--- src/rtl/insn_dec_pkg.sv ---
package insn_dec_pkg;
  localparam int WORD_W = 32;
  localparam int HALF_W = WORD_W / 2;
  localparam int OPC_W  = 6;
  localparam int IDX_W  = 5;

  typedef struct packed {
    logic [OPC_W-1:0]  opc;
    logic [IDX_W-1:0]  rd;
    logic [IDX_W-1:0]  ra;
    logic [IDX_W-1:0]  rb;
    logic [HALF_W-1:0] imm;
    logic              type_b;
  } fields_t;

  function automatic logic [WORD_W-1:0] sext_half(input logic [HALF_W-1:0] v);
    return {{HALF_W{v[HALF_W-1]}}, v};
  endfunction

  function automatic logic [WORD_W-1:0] join_upper(input logic [WORD_W-1:0] held,
                                                   input logic [HALF_W-1:0] lo);
    return held | {{HALF_W{1'b0}}, lo};
  endfunction

  function automatic logic [WORD_W-1:0] gated_read(input logic [IDX_W-1:0] idx,
                                                   input logic [WORD_W-1:0] data);
    return (idx == '0) ? '0 : data;
  endfunction
endpackage

--- src/rtl/insn_field_split.sv ---
module insn_field_split
  import insn_dec_pkg::*;
#(
  parameter logic [OPC_W-1:0] PREFIX_OPC = 6'h2C
) (
  input  logic [WORD_W-1:0] word_i,
  output fields_t           fields_o,
  output logic              is_prefix_o,
  output logic              is_zero_o
);
  localparam int OPC_LSB  = WORD_W - OPC_W;
  localparam int RD_LSB   = OPC_LSB - IDX_W;
  localparam int RA_LSB   = RD_LSB - IDX_W;
  localparam int RB_LSB   = RA_LSB - IDX_W;
  localparam int TYPE_BIT = WORD_W - 3;

  always_comb begin
    fields_o.opc    = word_i[OPC_LSB +: OPC_W];
    fields_o.rd     = word_i[RD_LSB +: IDX_W];
    fields_o.ra     = word_i[RA_LSB +: IDX_W];
    fields_o.rb     = word_i[RB_LSB +: IDX_W];
    fields_o.imm    = word_i[HALF_W-1:0];
    fields_o.type_b = word_i[TYPE_BIT];
  end

  assign is_prefix_o = (fields_o.opc == PREFIX_OPC);
  assign is_zero_o   = (word_i == '0);
endmodule

--- src/rtl/imm_prefix_ctl.sv ---
module imm_prefix_ctl
  import insn_dec_pkg::*;
(
  input  logic              clk,
  input  logic              rst_n,
  input  logic              accept_i,
  input  logic              is_prefix_i,
  input  logic [HALF_W-1:0] imm_i,
  output logic              pending_o,
  output logic [WORD_W-1:0] held_o
);
  logic load_ev;
  logic consume_ev;

  assign load_ev    = accept_i && is_prefix_i;
  assign consume_ev = accept_i && !is_prefix_i;

  always_ff @(posedge clk or negedge rst_n) begin
    if (!rst_n) begin
      pending_o <= 1'b0;
      held_o    <= '0;
    end else if (load_ev) begin
      pending_o <= 1'b1;
      held_o    <= {imm_i, {HALF_W{1'b0}}};
    end else if (consume_ev) begin
      pending_o <= 1'b0;
    end
  end

  a_r3_prefix_loads: assert property (@(posedge clk) disable iff (!rst_n)
    load_ev |=> pending_o && (held_o[WORD_W-1:HALF_W] == $past(imm_i)));
  a_r6_prefix_consumed: assert property (@(posedge clk) disable iff (!rst_n)
    consume_ev |=> !pending_o);
  a_r4_idle_keeps: assert property (@(posedge clk) disable iff (!rst_n)
    !accept_i |=> $stable(pending_o) && $stable(held_o));
  a_r3_low_half_clear: assert property (@(posedge clk) disable iff (!rst_n)
    pending_o |-> held_o[HALF_W-1:0] == '0);
endmodule

--- src/rtl/opb_select.sv ---
module opb_select
  import insn_dec_pkg::*;
(
  input  fields_t           fields_i,
  input  logic              pending_i,
  input  logic [WORD_W-1:0] held_i,
  input  logic [WORD_W-1:0] rb_data_i,
  output logic [WORD_W-1:0] opb_o
);
  logic [WORD_W-1:0] imm_ext;

  always_comb begin
    if (pending_i) imm_ext = join_upper(held_i, fields_i.imm);
    else           imm_ext = sext_half(fields_i.imm);
    opb_o = fields_i.type_b ? imm_ext : gated_read(fields_i.rb, rb_data_i);
  end

  always_comb begin
    a_r9_r0_opb: assert (fields_i.type_b || fields_i.rb != '0 || opb_o == '0);
  end
endmodule

--- src/rtl/insn_decoder.sv ---
module insn_decoder
  import insn_dec_pkg::*;
#(
  parameter logic [5:0] PREFIX_OPC = 6'h2C
) (
  input  logic        clk,
  input  logic        rst_n,
  input  logic [31:0] insn_i,
  input  logic        insn_valid_i,
  input  logic [31:0] ra_data_i,
  input  logic [31:0] rb_data_i,
  input  logic        cfg_zero_illegal_i,
  input  logic        cfg_exc_en_i,
  output logic        dec_valid_o,
  output logic [5:0]  opcode_o,
  output logic [4:0]  rd_o,
  output logic [4:0]  ra_o,
  output logic [4:0]  rb_o,
  output logic [15:0] imm_o,
  output logic        type_b_o,
  output logic        is_prefix_o,
  output logic [31:0] opa_o,
  output logic [31:0] opb_o,
  output logic        rd_we_o,
  output logic        illegal_o
);
  fields_t           f;
  logic              is_prefix;
  logic              is_zero;
  logic              pending;
  logic [WORD_W-1:0] held;
  logic [WORD_W-1:0] opb_next;
  logic              illegal_next;
  logic              we_next;

  insn_field_split #(.PREFIX_OPC(PREFIX_OPC)) u_split (
    .word_i      (insn_i),
    .fields_o    (f),
    .is_prefix_o (is_prefix),
    .is_zero_o   (is_zero)
  );

  imm_prefix_ctl u_prefix (
    .clk         (clk),
    .rst_n       (rst_n),
    .accept_i    (insn_valid_i),
    .is_prefix_i (is_prefix),
    .imm_i       (f.imm),
    .pending_o   (pending),
    .held_o      (held)
  );

  opb_select u_opb (
    .fields_i  (f),
    .pending_i (pending),
    .held_i    (held),
    .rb_data_i (rb_data_i),
    .opb_o     (opb_next)
  );

  assign illegal_next = is_zero && cfg_zero_illegal_i && cfg_exc_en_i;
  assign we_next      = !is_prefix && !illegal_next && (f.rd != '0);

  always_ff @(posedge clk or negedge rst_n) begin
    if (!rst_n) begin
      dec_valid_o <= 1'b0;
      opcode_o    <= '0;
      rd_o        <= '0;
      ra_o        <= '0;
      rb_o        <= '0;
      imm_o       <= '0;
      type_b_o    <= 1'b0;
      is_prefix_o <= 1'b0;
      opa_o       <= '0;
      opb_o       <= '0;
      rd_we_o     <= 1'b0;
      illegal_o   <= 1'b0;
    end else begin
      dec_valid_o <= insn_valid_i;
      if (insn_valid_i) begin
        opcode_o    <= f.opc;
        rd_o        <= f.rd;
        ra_o        <= f.ra;
        rb_o        <= f.rb;
        imm_o       <= f.imm;
        type_b_o    <= f.type_b;
        is_prefix_o <= is_prefix;
        opa_o       <= gated_read(f.ra, ra_data_i);
        opb_o       <= opb_next;
        rd_we_o     <= we_next;
        illegal_o   <= illegal_next;
      end
    end
  end

  a_r1_valid_follows: assert property (@(posedge clk) disable iff (!rst_n)
    insn_valid_i |=> dec_valid_o);
  a_r11_idle_no_valid: assert property (@(posedge clk) disable iff (!rst_n)
    !insn_valid_i |=> !dec_valid_o && $stable(opb_o) && $stable(opcode_o));
  a_r1_opcode_field: assert property (@(posedge clk) disable iff (!rst_n)
    insn_valid_i |=> opcode_o == $past(insn_i[31:26]));
  a_r8_zero_illegal: assert property (@(posedge clk) disable iff (!rst_n)
    insn_valid_i && insn_i == '0 && cfg_zero_illegal_i && cfg_exc_en_i |=> illegal_o);
  a_r8_nonzero_legal: assert property (@(posedge clk) disable iff (!rst_n)
    insn_valid_i && insn_i != '0 |=> !illegal_o);
  a_r9_r0_opa: assert property (@(posedge clk) disable iff (!rst_n)
    dec_valid_o && ra_o == '0 |-> opa_o == '0);
  a_r9_we_rule: assert property (@(posedge clk) disable iff (!rst_n)
    rd_we_o |-> !is_prefix_o && !illegal_o && rd_o != '0);
endmodule

--- config.mk ---
export PLATFORM = sky130hd
export DESIGN_NAME = insn_decoder
export DESIGN_NICKNAME = d
export VERILOG_FILES = /design/src/rtl/insn_dec_pkg.sv /design/src/rtl/insn_field_split.sv /design/src/rtl/imm_prefix_ctl.sv /design/src/rtl/opb_select.sv /design/src/rtl/insn_decoder.sv
export SDC_FILE = /design/constraint.sdc
export NUM_CORES = 1
export LEC_CHECK = 0
export ABC_AREA = 1
export ABC_CLOCK_PERIOD_IN_PS = 1350
export BUFFER_PORTS_ARGS = -buffer_cell sky130_fd_sc_hd__buf_2
export CAP_MARGIN = 15
export CELL_PAD_IN_SITES_DETAIL_PLACEMENT = 0
export CELL_PAD_IN_SITES_GLOBAL_PLACEMENT = 1
export CORE_MARGIN = 2
export CORE_UTILIZATION = 34
export DETAILED_ROUTE_END_ITERATION = 10
export GPL_ROUTABILITY_DRIVEN = 0
export HOLD_SLACK_MARGIN = 0.05
export PLACE_DENSITY = 0.81
export SLEW_MARGIN = 20
export SYNTH_ARGS = -nofsm -noshare
export SYNTH_HDL_FRONTEND = slang
export SYNTH_SLANG_ARGS = --single-unit
--- constraint.sdc ---
create_clock -name clk -period 1.35 [get_ports clk]
set_input_delay 0.0675 -clock clk [delete_from_list [all_inputs] [get_ports clk]]
set_output_delay 0.0675 -clock clk [all_outputs]
set_load 0.05 [all_outputs]
==> results.cfg <==
[timing]
fin_skew_ps = 4.335
worst_slack_ps = 75.95
slew_headroom = 0.6741
tightest_slew_ps = 488.8
setup_violations = 0
min_period_ps = 1274
fin_crit_sh = 0.9437
fmax_mhz = 784.9
slew_viol_final = 0
rsz0062_at_grt = no
finalSetupTns_ps = 0
final_hold_viol_count = 0

[floorplanning]
boundaryPins = 207
rows = 44
coreArea_mm2 = 0.01437
die-area_mm2 = 0.01551
start_util = 0.3437
die_x_um = 124.5
die_y_um = 124.5

[detailed_routing]
routed_wl_um = 16240
dr.pass1.iters = 4
vias = 5073
drtIter0Drc = 349
drc = 0
ant_nets = 0
wl_per_cell_um = 15.19
viasPerCell = 4.746

[min_path]
hold_depth = 4
hold_class = in -> reg
min_delay_worst_endpoint = opcode_o[3]$_DFFE_PN0P_
hold_start = insn_i[29]

[worst_setup_path]
crit_type = in -> reg
r2r_end = opb_o[31]$_DFFE_PN0P_
end_kind = flop
rr_startpoint = u_prefix.pending_o$_DFFE_PN0P_
cp_max_fo = 29
start_kind = primary input
worst_ep_required_time_ps = 1640
reg2reg_slack_ps = 160
arrival_ps = 1560
reg2regPathDepth = 6

[global_route]
grt_pass1_wl_um = 27260
grt_busiest_layer = met2
grt_max_degree = 68
use_met3 = 0.05842
grt.overflow.total = 0
grt_use_met1 = 0.2913
first_global_vias = 5250
use_met2 = 0.3545
grtUsageTotal = 0.2214
antenna_found_initial = 0

[run]
cap_violations = 0

[cells_and_area]
fillers = 1294
syn_to_final_growth_pct = 57.26
fin_util = 0.5405
final_area_mm2 = 0.007766
antenna_cells = 0
nets = 973
layout-drive-gt1-share = 0.2927
final_cells = 1069
seqCellArea_mm2 = 0.002928
multi_input_area_mm2 = 0.001732

[synth]
avgSynthCellArea_um2 = 8.574
ys_types = 20
syn_area_mm2 = 0.004938
synth_edf_count = 0
ys_ff_latch = 117
ys_seq_area_frac = 0.5929
syn_inst = 576
synthArstFlopShare = 1.000
ys.flop_type = dfrtp_1
yosys_warnings = 0
synthesis.nets = 677

[status]
status = finished, final reports clean

[place]
placed_cells = 941
dpl.hpwl_um = 10730
post_dp_cell_area_mm2 = 0.006198
pre_cts_ws_ps = 180.8
port-buffer-count = 206

[cts]
cts_resized = 0
postCtsSetupBuffers = 0
clk_latency_ps = 410
cts_made_buffers = 17
clk_path_buf_depth = 2
clk_pin_slew_ps = 50
cts_tree = built
clkSinkCount = 117
root_buffer = clkbuf_16
cts-htree-levels = 4

[power_and_ir_drop]
powerDensity_mw_per_mm2 = 1440
p_leak_nw = 4.020
ir_drop_mv = 0.7582
==> cell usage after synthesis (2+ instances only) <==
| library cell | count | share of area |
|---|---|---|
| nand3_1 | 36 | 0.036 |
| o21ai_0 | 35 | 0.035 |
| o21ai_1 | 17 | 0.017 |
| clkbuf_1 | 17 | 0.013 |
| nor2_1 | 19 | 0.014 |
| inv_1 | 19 | 0.014 |
| buf_1 | 3 | 0.0023 |
| buf_2 | 12 | 0.012 |
| a22oi_1 | 8 | 0.012 |
| buf_4 | 9 | 0.014 |
| a21oi_1 | 18 | 0.018 |
| nand2_1 | 244 | 0.19 |
| inv_2 | 2 | 0.0015 |
| dfrtp_1 | 117 | 0.59 |
| o211ai_1 | 15 | 0.023 |
==> stage by stage <==
| step | total power, W | hold slack, ps |
|---|---|---|
| floorplan | 0.005688 | -228.1 |
| global placement | 0.006430 | 49.09 |
| detailed placement | 0.006466 | 55.18 |
| CTS | 0.01131 | 91.59 |
| global route | 0.01168 | 133.1 |
| finish | 0.01119 | 107.3 |
==> critical path: stages <==
cell and delay, ps:
dlygate4sd3_1 540, buf_2 170, nor2_1 140, nand3_1 150
nor2_2 190, buf_12 200, o21ai_0 100
==> cells in the final DEF, fill, tap and decap left out, types with 11 or more instances in the layout <==
| cell | instances |
|---|---|
| o211ai_1 | 15 |
| inv_1 | 18 |
| o21ai_1 | 17 |
| nand2_1 | 244 |
| buf_2 | 205 |
| nand3_1 | 36 |
| clkbuf_16 | 17 |
| nor2_1 | 18 |
| buf_4 | 11 |
| dfrtp_1 | 117 |
| a21oi_1 | 18 |
| dlygate4sd3_1 | 96 |
| o21ai_0 | 35 |
==> how the worst max path moves through the flow <==
stage / slack [ps] / from / endpoint / cells past startpoint
global placement: 190 / insn_i[15] / opb_o[7]$_DFFE_PN0P_ / 6
detailed placement: 180 / u_prefix.pending_o$_DFFE_PN0P_ / opb_o[23]$_DFFE_PN0P_ / 6
global route: 4 / insn_i[15] / opb_o[16]$_DFFE_PN0P_ / 7
floorplan: 170 / u_prefix.pending_o$_DFFE_PN0P_ / opb_o[30]$_DFFE_PN0P_ / 7
CTS: 80 / insn_i[15] / opb_o[14]$_DFFE_PN0P_ / 7
finish: 80 / insn_i[15] / opb_o[16]$_DFFE_PN0P_ / 7
==> final cells by class <==
| cell class | count | area share |
|---|---|---|
| clock buffers | 24 | 0.06589 |
| multi-input cells | 397 | 0.2230 |
| repair buffers | 318 | 0.2819 |
| clock inverters | 8 | 0.01224 |
| flip-flops and latches | 117 | 0.3770 |
| well taps | 184 | 0.02964 |
| inverters | 21 | 0.01031 |
==> cells by family after synthesis <==
kind of cell,share of synthesized area
AND/OR/NAND/NOR,0.2442
flip-flops,0.5929
AO/OA/AOI/OAI,0.1059
buffers and inverters,0.05701
==> per-layer routing <==
metal,wire length (µm),vias up
met5,0,-
met2,7659,213
met4,259,0
met1,7202,2395
li1,-,2447
met3,1119,18
==> timing repair <==
item | 4_1_cts | 5_1_grt
endpoints found under the setup margin | 0 | 0
hold buffers | 96 | 0
hold endpoints to repair | 228 | 0
==> power breakdown <==
group	internal [W]	total, W	switching (W)
registers	0.00388	0.00408	0.000202
clock network	0.00299	0.00456	0.00156
logic	0.000743	0.00255	0.00181
==> registers in the layout (all words and copies together) (netlist names) <==
signal              cells
dec_valid_o             1
rd_we_o                 1
opa_o                  32
rd_o                    5
rb_o                    5
opb_o                  32
illegal_o               1
u_prefix.held_o        16
u_prefix.pending_o      1
is_prefix_o             1
ra_o                    5
imm_o                  11
opcode_o                6
No activity file was read; power rests on OpenSTA's default activity.
